`config.mk`:
```
export PLATFORM = sky130hd
export DESIGN_NAME = ctl_xfer_resolver
export DESIGN_NICKNAME = d
export VERILOG_FILES = /design/src/rtl/cxr_pkg.sv /design/src/rtl/cxr_decode.sv /design/src/rtl/cxr_imm.sv /design/src/rtl/cxr_branch.sv /design/src/rtl/ctl_xfer_resolver.sv
export SDC_FILE = /design/constraint.sdc
export NUM_CORES = 1
export LEC_CHECK = 0
export ABC_AREA = 1
export BUFFER_PORTS_ARGS = -buffer_cell sky130_fd_sc_hd__buf_2
export CAP_MARGIN = 15
export CELL_PAD_IN_SITES_DETAIL_PLACEMENT = 0
export CELL_PAD_IN_SITES_GLOBAL_PLACEMENT = 2
export CORE_MARGIN = 10
export CORE_UTILIZATION = 30
export CTS_CLUSTER_SIZE = 25
export DETAILED_ROUTE_END_ITERATION = 10
export GPL_TIMING_DRIVEN = 0
export HOLD_SLACK_MARGIN = 0.02
export PLACE_DENSITY = 0.87
export SYNTH_ARGS = -nofsm -noshare
export SYNTH_HDL_FRONTEND = slang
export SYNTH_SLANG_ARGS = --single-unit
```
`constraint.sdc`:
```
create_clock -name clk_i -period 0.9 [get_ports clk_i]
set_input_delay 0.09 -clock clk_i [delete_from_list [all_inputs] [get_ports clk_i]]
set_output_delay 0.09 -clock clk_i [all_outputs]
set_load 0.02 [all_outputs]
```
`src/rtl/cxr_pkg.sv`:
```
package cxr_pkg;
  localparam logic [6:0] OPC_JAL    = 7'b1101111;
  localparam logic [6:0] OPC_JALR   = 7'b1100111;
  localparam logic [6:0] OPC_AUIPC  = 7'b0010111;
  localparam logic [6:0] OPC_BRANCH = 7'b1100011;

  localparam logic [2:0] BC_EQ  = 3'b000;
  localparam logic [2:0] BC_NE  = 3'b001;
  localparam logic [2:0] BC_LT  = 3'b100;
  localparam logic [2:0] BC_GE  = 3'b101;
  localparam logic [2:0] BC_LTU = 3'b110;
  localparam logic [2:0] BC_GEU = 3'b111;

  typedef enum logic [2:0] {
    K_BAD, K_JAL, K_JALR, K_AUIPC, K_BR
  } kind_e;
endpackage

```
`src/rtl/cxr_decode.sv`:
```
module cxr_decode
  import cxr_pkg::*;
(
  input  logic [31:0] insn_i,
  output kind_e       kind_o
);
  logic [6:0] opc;
  logic [2:0] f3;
  assign opc = insn_i[6:0];
  assign f3  = insn_i[14:12];

  always_comb begin
    unique case (opc)
      OPC_JAL:    kind_o = K_JAL;
      OPC_JALR:   kind_o = (f3 == 3'b000) ? K_JALR : K_BAD;
      OPC_AUIPC:  kind_o = K_AUIPC;
      OPC_BRANCH: kind_o = (f3[2:1] == 2'b01) ? K_BAD : K_BR;
      default:    kind_o = K_BAD;
    endcase
  end
endmodule

```
`src/rtl/cxr_imm.sv`:
```
module cxr_imm #(
  parameter int XLEN = 32
) (
  input  logic [31:0]     insn_i,
  output logic [XLEN-1:0] imm_j_o,
  output logic [XLEN-1:0] imm_i_o,
  output logic [XLEN-1:0] imm_b_o,
  output logic [XLEN-1:0] imm_u_o
);
  logic [20:0] j_raw;
  logic [11:0] i_raw;
  logic [12:0] b_raw;
  logic [31:0] u_raw;

  // scrambled fields back into offset order
  assign j_raw = {insn_i[31], insn_i[19:12], insn_i[20], insn_i[30:21], 1'b0};
  assign i_raw = insn_i[31:20];
  assign b_raw = {insn_i[31], insn_i[7], insn_i[30:25], insn_i[11:8], 1'b0};
  assign u_raw = {insn_i[31:12], 12'b0};

  assign imm_j_o = XLEN'($signed(j_raw));
  assign imm_i_o = XLEN'($signed(i_raw));
  assign imm_b_o = XLEN'($signed(b_raw));
  assign imm_u_o = XLEN'($signed(u_raw));
endmodule

```
`src/rtl/cxr_branch.sv`:
```
module cxr_branch
  import cxr_pkg::*;
#(
  parameter int XLEN = 32
) (
  input  logic [XLEN-1:0] a_i,
  input  logic [XLEN-1:0] b_i,
  input  logic [2:0]      cond_i,
  output logic            taken_o
);
  logic eq, lt_s, lt_u;
  assign eq   = (a_i == b_i);
  assign lt_s = ($signed(a_i) < $signed(b_i));
  assign lt_u = (a_i < b_i);

  always_comb begin
    unique case (cond_i)
      BC_EQ:   taken_o = eq;
      BC_NE:   taken_o = !eq;
      BC_LT:   taken_o = lt_s;
      BC_GE:   taken_o = !lt_s;
      BC_LTU:  taken_o = lt_u;
      BC_GEU:  taken_o = !lt_u;
      default: taken_o = 1'b0;
    endcase
  end
endmodule

```
`src/rtl/ctl_xfer_resolver.sv`:
```
module ctl_xfer_resolver
  import cxr_pkg::*;
#(
  parameter int XLEN = 32
) (
  input  logic            clk_i,
  input  logic            rst_ni,
  input  logic            valid_i,
  input  logic [31:0]     insn_i,
  input  logic [XLEN-1:0] pc_i,
  output logic [4:0]      rs1_addr_o,
  output logic [4:0]      rs2_addr_o,
  input  logic [XLEN-1:0] rs1_data_i,
  input  logic [XLEN-1:0] rs2_data_i,
  output logic            valid_o,
  output logic [XLEN-1:0] npc_o,
  output logic            wb_en_o,
  output logic [4:0]      wb_idx_o,
  output logic [XLEN-1:0] wb_data_o,
  output logic            illegal_o
);
  localparam logic [XLEN-1:0] STEP     = XLEN'(4);
  localparam logic [XLEN-1:0] LSB_MASK = {{(XLEN-1){1'b1}}, 1'b0};

  kind_e           kind;
  logic [XLEN-1:0] imm_j, imm_i, imm_b, imm_u;
  logic [XLEN-1:0] op_a, op_b, link;
  logic [4:0]      rd;
  logic            taken;

  logic [XLEN-1:0] npc_d, wdat_d;
  logic            wen_d, ill_d;

  assign rs1_addr_o = insn_i[19:15];
  assign rs2_addr_o = insn_i[24:20];
  assign rd         = insn_i[11:7];

  // index 0 reads as zero
  assign op_a = (rs1_addr_o == 5'd0) ? '0 : rs1_data_i;
  assign op_b = (rs2_addr_o == 5'd0) ? '0 : rs2_data_i;
  assign link = pc_i + STEP;

  cxr_decode u_dec (
    .insn_i (insn_i),
    .kind_o (kind)
  );

  cxr_imm #(.XLEN(XLEN)) u_imm (
    .insn_i  (insn_i),
    .imm_j_o (imm_j),
    .imm_i_o (imm_i),
    .imm_b_o (imm_b),
    .imm_u_o (imm_u)
  );

  cxr_branch #(.XLEN(XLEN)) u_br (
    .a_i     (op_a),
    .b_i     (op_b),
    .cond_i  (insn_i[14:12]),
    .taken_o (taken)
  );

  always_comb begin
    npc_d  = pc_i;
    wdat_d = '0;
    wen_d  = 1'b0;
    ill_d  = 1'b0;
    unique case (kind)
      K_JAL: begin
        npc_d  = pc_i + imm_j;
        wdat_d = link;
        wen_d  = 1'b1;
      end
      K_JALR: begin
        npc_d  = (op_a + imm_i) & LSB_MASK;
        wdat_d = link;
        wen_d  = 1'b1;
      end
      K_AUIPC: begin
        npc_d  = link;
        wdat_d = pc_i + imm_u;
        wen_d  = 1'b1;
      end
      K_BR: begin
        npc_d = pc_i + (taken ? imm_b : STEP);
      end
      default: begin
        ill_d = 1'b1;
      end
    endcase
    if (rd == 5'd0) wen_d = 1'b0;
  end

  always_ff @(posedge clk_i or negedge rst_ni) begin
    if (!rst_ni) begin
      valid_o   <= 1'b0;
      npc_o     <= '0;
      wb_en_o   <= 1'b0;
      wb_idx_o  <= '0;
      wb_data_o <= '0;
      illegal_o <= 1'b0;
    end else begin
      valid_o <= valid_i;
      if (valid_i) begin
        npc_o     <= npc_d;
        wb_en_o   <= wen_d;
        wb_idx_o  <= rd;
        wb_data_o <= wdat_d;
        illegal_o <= ill_d;
      end
    end
  end

  assert_valid_follow_R9: assert property (@(posedge clk_i) disable iff (!rst_ni)
    valid_i |=> valid_o);
  assert_valid_drop_R9: assert property (@(posedge clk_i) disable iff (!rst_ni)
    !valid_i |=> (!valid_o && $stable(npc_o) && $stable(wb_en_o)));
  assert_no_wb_x0_R8: assert property (@(posedge clk_i) disable iff (!rst_ni)
    wb_en_o |-> (wb_idx_o != 5'd0));
  assert_ill_no_wb_R7: assert property (@(posedge clk_i) disable iff (!rst_ni)
    illegal_o |-> !wb_en_o);
  assert_jalr_lsb_R2: assert property (@(posedge clk_i) disable iff (!rst_ni)
    (valid_i && kind == K_JALR) |=> (npc_o[0] == 1'b0));
  assert_link_R1: assert property (@(posedge clk_i) disable iff (!rst_ni)
    (valid_i && (kind == K_JAL || kind == K_JALR)) |=> (wb_data_o == $past(pc_i) + STEP));
  assert_br_no_wb_R4: assert property (@(posedge clk_i) disable iff (!rst_ni)
    (valid_i && kind == K_BR) |=> (!wb_en_o && !illegal_o));
endmodule

```
* Word-level counts from Yosys, hierarchy flattened
Cells that the tools add are included.
** Cells by class
- Muxes and demuxes :: 12
- Equal/unequal tests :: 15
- Add/subtract/negate cells :: 5
- Reductions and logical operators :: 10
- $lt $le $gt $ge :: 2
** Operators with widths (count)
- adder 32 bit :: 4
- case mux 32 bit (4 select lines) :: 1
- two-way mux 32 bit :: 3
- less-than comparator 32 bit :: 2
- case mux 32 bit (2 select lines) :: 1
- adder 32 x 3 -> 32 bit, second input constant :: 1
- == test 32 bit :: 1
- == test 7 bit, second input constant :: 3
- == test 3 bit, second input constant :: 5
- zero test 5 bit :: 3
- case mux 3 bit (4 select lines) :: 1
- == test 7 x 5 -> 1 bit, second input constant :: 1
- == test 3 x 1 -> 1 bit, second input constant :: 2
- == test 3 x 2 -> 1 bit, second input constant :: 2
- case mux 1 bit (6 select lines) :: 1
- OR reduction 4 bit :: 1
- zero test 1 bit :: 3
- zero test 3 bit :: 1
- two-way mux 1 bit :: 3
- two-way mux 3 bit :: 1
- OR reduction 3 bit :: 1
- == test 2 x 1 -> 1 bit, second input constant :: 1
- two-way mux 2 bit :: 1
- OR reduction 2 bit :: 1
** Storage, ports and cells
- Word-level logic and storage cells :: 50
- Register bits :: 72
- Output and inout bits :: 82
- Bits of input ports :: 131

* Longest topological paths before layout
Gate-level depths: netlist of run 1.
- Word-level depth :: 8
- Gate-level depth with buffers :: 43

* Modules after synthesis
A second synthesis of run 1 with hierarchy kept.
** Unflattened totals
- Cells, all modules :: 2351
- Area total of the unflattened synthesis :: 13541.7 um^2
** Modules (own cells, without submodules)
- ctl_xfer_resolver :: times used 1, cells an instance 2032, area each 11486.0 um^2
- cxr_branch :: times used 1, cells an instance 169, area each 988.4 um^2
- cxr_imm :: times used 1, cells an instance 129, area each 964.7 um^2
- cxr_decode :: times used 1, cells an instance 21, area each 102.6 um^2

* Worst setup path after synthesis of run 1
OpenSTA, ideal clock, no wires.
- Path kind :: input to register
- Start :: input insn_i[22]
- End :: register npc_o[23]
- Setup time :: 0.123 ns
- Cell stages on the path :: 31
- Data arrival time :: 4.593 ns
- Data required time :: 0.777 ns
- Setup slack :: -3.816 ns
- Cell sequence :: inv_1 nand3_1 clkbuf_1 nand2_1 ha_1 nand2_1 nor2_1 nand2_1 nor4b_1 nand4_1 o31a_1 a21oi_1 nand3_1 buf_2 o211ai_1 inv_1 ha_1 fa_1 nand3_1 nand2_1 a31oi_1 o21ai_1 a21oi_1 o21ai_1 a21boi_1 o21bai_1 or2_1 nand3_1 o21ai_1 nor2_1 o21ai_1
** On the way
- Word-level cells in the longest chain between the ends :: 8
** Ends and longest elaborated chain
- start, declared :: line ctl_xfer_resolver.sv:9 : input logic [31:0] insn_i,
- zero test 5 bit :: line ctl_xfer_resolver.sv:40 : assign op_b = (rs2_addr_o == 5'd0) ? '0 : rs2_data_i;
- two-way mux 32 bit :: line ctl_xfer_resolver.sv:40
- less-than comparator 32 bit (tied with other cells) :: line cxr_branch.sv:14 : assign lt_u = (a_i < b_i);
- zero test 1 bit, on equally long branches :: line cxr_branch.sv:23, cxr_branch.sv:19, cxr_branch.sv:21
- case mux 1 bit (6 select lines) :: line cxr_branch.sv:17 : unique case (cond_i)
- two-way mux 32 bit :: line ctl_xfer_resolver.sv:85 : npc_d = pc_i + (taken ? imm_b : STEP);
- adder 32 bit :: line ctl_xfer_resolver.sv:85
- case mux 32 bit (4 select lines) (*) :: line ctl_xfer_resolver.sv:68 : unique case (kind)
- end signal, assigned :: line ctl_xfer_resolver.sv:105 : npc_o <= npc_d;
- end, declared :: line ctl_xfer_resolver.sv:16 : output logic [XLEN-1:0] npc_o,
Every way passes the cells marked *; elsewhere a longest branch is shown, timed or not.
A chain may end at the register's enable or synchronous reset.

* Worst setup path after layout of run 1
- Start :: input insn_i[18]
- End :: register npc_o[23]
** On the way
- Word-level cells in the longest chain between the ends :: 8
** Ends and longest elaborated chain
- zero test 5 bit :: line ctl_xfer_resolver.sv:39 : assign op_a = (rs1_addr_o == 5'd0) ? '0 : rs1_data_i;
- two-way mux 32 bit :: line ctl_xfer_resolver.sv:39
- less-than comparator 32 bit (tied with other cells) :: line cxr_branch.sv:14
- zero test 1 bit, on equally long branches :: line cxr_branch.sv:23, cxr_branch.sv:19, cxr_branch.sv:21
- case mux 1 bit (6 select lines) :: line cxr_branch.sv:17
- two-way mux 32 bit :: line ctl_xfer_resolver.sv:85
- adder 32 bit :: line ctl_xfer_resolver.sv:85
- case mux 32 bit (4 select lines) (*) :: line ctl_xfer_resolver.sv:68
Marks and branches as above.

==> impl_metrics.py, run 1 <==
metrics = {
    "status": {
        "status": "complete, but fails checks",
        "violations": "setup timing",
    },
    "pwr": {
        "clkPwrFrac": 0.232,
        "combinationalPowerShare": 0.522,
        "leakagePower_uw": 0.00750,
        "p_per_area_nw_per_um2": 968,
        "p_switching_uw": 6120,
        "p_sw_frac": 0.407,
        "total_power_uw": 15000,
        "seqPwrFrac": 0.245,
        "ir_drop_mv": 0.647,
        "p_int_uw": 8910,
    },
    "logic_synthesis": {
        "yosysWarnings": 0,
        "ys_seq_area_frac": 0.185,
        "syn_avg_cell_area_um2": 6.32,
        "ys_top_cells_by_count": "nand2_1 (398), inv_1 (172), a21oi_1 (147)",
        "postSynthCellCount": 1543,
        "async_flop_share": 1.00,
        "yosysMostFrequentCell": "nand2_1",
        "synth_enable_flop_cells": 0,
        "synth_top_area_frac": 0.185,
        "yosys.area.top_type": "dfrtp_1",
        "synth_cell_type_count": 58,
        "synth_fp_nets": 1794,
        "syn_area_um2": 9750,
        "synth.area.top_cells": "dfrtp_1 (18%), nand2_1 (15%), ha_1 (15%)",
        "synth_seq_cells": 72,
        "ys.flop_type": "dfrtp_1",
    },
    "placed_design": {
        "place_hpwl_mm": 36.9,
        "gp_congestion": 0.907,
        "port_buffers": 212,
    },
    "worst_setup_path": {
        "r2r-start": "npc_o[1]$_DFFE_PN0P_",
        "r2r_cells": 2,
        "cp-end-kind": "flop",
        "r2r_end": "npc_o[1]$_DFFE_PN0P_",
        "critPathMaxStageDelay_ps": 400,
        "rrSetupSlack_ps": -80,
        "cpMaxStageDelayCell": "fa_2",
        "crit_type": "input pin to flop",
        "path_max_fanout": 5,
        "critical_path_arrival_ps": 5280,
        "cp.required_ps": 1130,
        "cp-start-kind": "input pin",
    },
    "sta": {
        "fin_crit_sh": 5.62,
        "slew_violations": 0,
        "setup_ws_ps": -4150,
        "period_needed_ps": 5050,
        "worst_pin_slew_ps": 899,
        "fmax_ghz": 0.198,
        "finClkSkew_ps": 0,
        "timing.hold.ws_ps": 37.5,
        "finalSetupViolCount": 138,
        "hold_viol_final": 0,
        "grt_setup_unrepaired": "yes",
        "slew_headroom": 0.400,
    },
    "route": {
        "drc": 0,
        "drt_iter0_markers": 705,
        "via_per_inst": 4.98,
        "routedWlPerCell_um": 19.3,
        "vias": 11767,
        "ant_nets": 0,
        "first_pass_iters": 5,
        "drt-total-wl_mm": 45.7,
    },
    "min_path": {
        "hp-start": "pc_i[5]",
        "hold_depth": 3,
        "hold_end": "npc_o[5]$_DFFE_PN0P_",
        "hold_path_class": "input pin to flop",
    },
    "cts": {
        "htreeDepth": 3,
        "clockBufferDepth": 2,
        "worst_skew_pair.late_latency_ps": 350,
        "cts_root_buffer": "clkbuf_16",
        "clk_pin_slew_ps": 70,
        "cts_tree": "done",
        "cts_buffers": 9,
        "clock_sinks": 72,
    },
    "final_layout": {
        "syn2layout_area_growth_pct": 59.2,
        "n_fill_cell": 3228,
        "drive_gt1_frac": 0.389,
        "nets": 2174,
        "final_core_util": 0.488,
    },
    "floorplanning": {
        "ios": 213,
        "die_h_um": 200,
        "core_um2": 31800,
        "die_area_um2": 40100,
        "start_util": 0.307,
        "die_width_um": 200,
        "rows": 65,
    },
    "global_routing": {
        "grt_max_degree": 62,
        "grt_util_all_layers": 0.218,
        "grt_pass1_vias": 11867,
        "antenna_found_initial": 2,
        "grt_pass1_wl_mm": 69.2,
        "grt-ovfl-total": 0,
    },
    "job": {
        "cap_violations": 0,
    },
}
==> placed cells by master, fill, tap and decap left out, drive strengths merged, types with 32 or more instances in the layout <==
cell,count
a31oi,32
inv,176
nand3,100
a21oi,147
buf,384
clkbuf,44
nor2,120
o21ai,116
dfrtp,72
ha,117
or2,50
nand2,405
==> cells by family after synthesis <==
| family | count (synthesis) | share of synthesized area |
|---|---|---|
| xor+xnor | 34 | 0.0305 |
| buf+inv | 231 | 0.0935 |
| compound gates | 363 | 0.212 |
| flops | 72 | 0.185 |
| simple gates | 723 | 0.323 |
| fa+ha+maj | 120 | 0.156 |
==> worst max-delay path: cells and delay by family <==
kind | cells | cell delay, ps
buffers and inverters | 9 | 1150
and+or+nand+nor | 11 | 1570
AOI/OAI and AO/OA | 11 | 1600
adders and majority gates | 3 | 850
==> flip-flops by register name, indices dropped and copies added, names as in the netlist <==
| name | count |
|---|---|
| illegal_o | 1 |
| valid_o | 1 |
| wb_en_o | 1 |
| npc_o | 32 |
| wb_data_o | 32 |
| wb_idx_o | 5 |
==> metrics by stage <==
step                instances  setup slack (ps)  TNS [ps]  area (um2)
floorplan                1543             -3350   -108090       10300
global placement         2190             -5280   -232890       11900
detailed placement       2191             -5290   -182460       11900
CTS                      2325             -4070   -138220       14600
global route             2365             -4400   -154940       15500
finish                   2365             -4150   -142160       15500
==> routing by layer <==
| layer | vias up | track usage | wire length (um) |
|---|---|---|---|
| li1 | 5959 | - | - |
| met3 | 38 | 0.0271 | 2310 |
| met5 | - | 0 | 0 |
| met1 | 5453 | 0.294 | 21200 |
| met2 | 317 | 0.360 | 21200 |
| met4 | 0 | 0.0546 | 949 |
==> how the worst max path moves through the flow <==
stage,cells after the start,startpoint,slack (ps),endpoint
global route,35,insn_i[16],-4400,npc_o[23]$_DFFE_PN0P_
CTS,35,insn_i[15],-4070,npc_o[23]$_DFFE_PN0P_
detailed placement,30,insn_i[22],-5290,npc_o[27]$_DFFE_PN0P_
finish,34,insn_i[18],-4150,npc_o[23]$_DFFE_PN0P_
floorplan,32,insn_i[19],-3350,npc_o[23]$_DFFE_PN0P_
global placement,30,insn_i[22],-5280,npc_o[27]$_DFFE_PN0P_
==> power groups by stage <==
stage | combinational (uW) | sequential [uW] | clock (uW)
floorplan | 3490 | 4000 | 0
global placement | 5760 | 3680 | 0
detailed placement | 5830 | 3690 | 0
CTS | 7210 | 3680 | 3500
global route | 8620 | 3720 | 3650
finish | 7850 | 3690 | 3490
==> what timing repair did <==
| action | in CTS | in global routing |
|---|---|---|
| setup buffers | 115 | 42 |
| cloned | 0 | 1 |
| setup endpoints to repair | 143 | 142 |
| hold buffers | 3 | 0 |
| gates resized for setup | 391 | 156 |
| hold endpoints to repair | 74 | 0 |
| pin swaps | 78 | 82 |
==> layout make-up <==
class	instances	area, um2	area share
diodes	2	5.00	0.000322
flip-flops and latches	72	1800	0.116
repair buffers	370	3100	0.200
well taps	435	544	0.0350
plain buffers	50	387	0.0249
clock buffers	11	243	0.0156
multi-input cells	1240	8690	0.560
clock inverters	5	38.8	0.00250
inverters	180	721	0.0464
No activity file was read; power rests on OpenSTA's default activity.
==> run 2, diff against run 1 <==
--- a/config.mk
+++ b/config.mk
@@ -10,7 +10,7 @@
 export CAP_MARGIN = 15
 export CELL_PAD_IN_SITES_DETAIL_PLACEMENT = 0
 export CELL_PAD_IN_SITES_GLOBAL_PLACEMENT = 2
-export CORE_MARGIN = 10
+export CORE_MARGIN = 3
 export CORE_UTILIZATION = 30
 export CTS_CLUSTER_SIZE = 25
 export DETAILED_ROUTE_END_ITERATION = 10
==> impl_metrics.py, run 2 (synthesized netlist as in run 1, its figures left out) <==
metrics = {
    "worst_setup_path": {
        "cp-end-kind": "flop",
        "cp-start-kind": "input pin",
        "rrSetupSlack_ps": 10,
        "r2r-start": "npc_o[10]$_DFFE_PN0P_",
        "path_buf_inv": 15,
        "crit_top_cell": "buf_4",
        "critPathMaxStageDelay_ps": 350,
        "cp.required_ps": 1110,
        "critical_path_arrival_ps": 5060,
        "path_delay_family": "buffers and inverters",
        "crit_type": "input pin to flop",
        "path_max_fanout": 6,
        "r2r_cells": 4,
        "cpMaxStageDelayCell": "nor4b_4",
        "r2r_end": "npc_o[10]$_DFFE_PN0P_",
    },
    "route": {
        "drt-total-wl_mm": 44.2,
        "via_per_inst": 5.03,
        "drt_iter0_markers": 1031,
        "ant_nets": 0,
        "vias": 11966,
        "drc": 0,
        "routedWlPerCell_um": 18.6,
        "first_pass_iters": 5,
    },
    "job": {
        "cap_violations": 0,
    },
    "floorplanning": {
        "die_width_um": 186,
        "die_area_um2": 34700,
        "ios": 213,
        "rows": 65,
        "die_h_um": 186,
        "core_um2": 31800,
        "start_util": 0.307,
    },
    "placed_design": {
        "gp_congestion": 0.941,
        "port_buffers": 212,
        "place_hpwl_mm": 34.4,
        "place_ws_ps": -5210,
    },
    "min_path": {
        "hold_depth": 3,
        "hold_end": "wb_data_o[4]$_DFFE_PN0P_",
        "hold_path_class": "input pin to flop",
        "hp-start": "pc_i[4]",
    },
    "global_routing": {
        "grt_pass1_vias": 11559,
        "grt_max_degree": 72,
        "grt_util_all_layers": 0.238,
        "grt_pass1_wl_mm": 65.7,
        "grt-ovfl-total": 0,
        "antenna_found_initial": 3,
    },
    "status": {
        "status": "complete, but fails checks",
        "violations": "setup timing",
    },
    "final_layout": {
        "syn2layout_area_growth_pct": 60.1,
        "drive_gt1_frac": 0.387,
        "final_core_util": 0.491,
        "nets": 2189,
        "largestRegisters": "npc_o x32, wb_data_o x32, wb_idx_o x5",
        "n_fill_cell": 3196,
        "mostFrequentLayoutCell": "nand2_1",
        "layout_common_cells": "nand2_1 (350), inv_1 (153), buf_4 (138)",
    },
    "sta": {
        "hold_viol_final": 0,
        "slew_violations": 0,
        "setup-tns-final_ps": -146130,
        "slew_headroom": 0.370,
        "setup_ws_ps": -3950,
        "fin_crit_sh": 5.39,
        "fmax_ghz": 0.206,
        "period_needed_ps": 4850,
        "worst_pin_slew_ps": 946,
        "grt_setup_unrepaired": "yes",
        "finalSetupViolCount": 138,
        "finClkSkew_ps": 0,
        "timing.hold.ws_ps": 38.4,
    },
    "pwr": {
        "p_per_area_nw_per_um2": 976,
        "ir_drop_mv": 0.894,
        "leakagePower_uw": 0.00756,
    },
    "cts": {
        "clock_sinks": 72,
        "cts_buffers": 9,
        "clk_pin_slew_ps": 70,
        "worst_skew_pair.late_latency_ps": 340,
        "cts_tree": "done",
        "cts_root_buffer": "clkbuf_16",
        "htreeDepth": 3,
        "clockBufferDepth": 2,
    },
}
[run 2: final cells by class]
type | instances | area, um2 | share of cell area
multi-input combinational | 1240 | 8590 | 0.550
timing repair buffer | 384 | 3250 | 0.208
buffer | 51 | 399 | 0.0256
tap | 435 | 544 | 0.0349
inverter | 180 | 722 | 0.0462
antenna | 1 | 2.50 | 0.000160
clock inverter | 7 | 77.6 | 0.00497
sequential | 72 | 1800 | 0.115
clock buffer | 9 | 225 | 0.0144
[run 2: how the worst max path moves through the flow]
stage               slack [ps]        from  cells after the start               endpoint
finish                   -3950  insn_i[18]                     34   npc_o[5]$_DFFE_PN0P_
global route             -4200  insn_i[17]                     39  npc_o[30]$_DFFE_PN0P_
CTS                      -4050  insn_i[17]                     34  npc_o[23]$_DFFE_PN0P_
detailed placement       -5210  insn_i[22]                     30  npc_o[27]$_DFFE_PN0P_
global placement         -5210  insn_i[24]                     30  npc_o[27]$_DFFE_PN0P_
floorplan                -3350  insn_i[19]                     32  npc_o[23]$_DFFE_PN0P_
[run 2: power breakdown]
part	switching, uW	internal [uW]
clock	1550	2180
sequential	199	3490
combinational	4350	3460
total	6100	9140
[run 2: routing by layer]
layer / part of all wire / global-route usage
met1: 0.46 / 0.330
met2: 0.46 / 0.402
met3: 0.056 / 0.0287
met4: 0.023 / 0.0454
met5: 0.00048 / 0
[run 2: through the flow]
step	area, um2	std cells	total power, uW
3_5_place_dp	11900	2191	9460
3_3_place_gp	11900	2190	9380
6_report	15600	2379	15200
2_1_floorplan	10300	1543	7490
4_1_cts	13800	2289	14100
5_1_grt	15600	2379	16200
[run 2: repair_timing]
item | 4_1_cts | 5_1_grt
pin swaps | 91 | 111
endpoints found under the hold margin | 74 | 0
resized for setup | 217 | 321
gates cloned | 0 | 3
hold buffers | 3 | 0
setup endpoints to repair | 143 | 138
buffers inserted | 79 | 88
[run 2: worst reg2reg max path: cells and delay by family (launching register included)]
family,cells,cell delay [ps]
simple gates,1,50
buf+inv,2,260
compound gates,1,60
flops,1,390
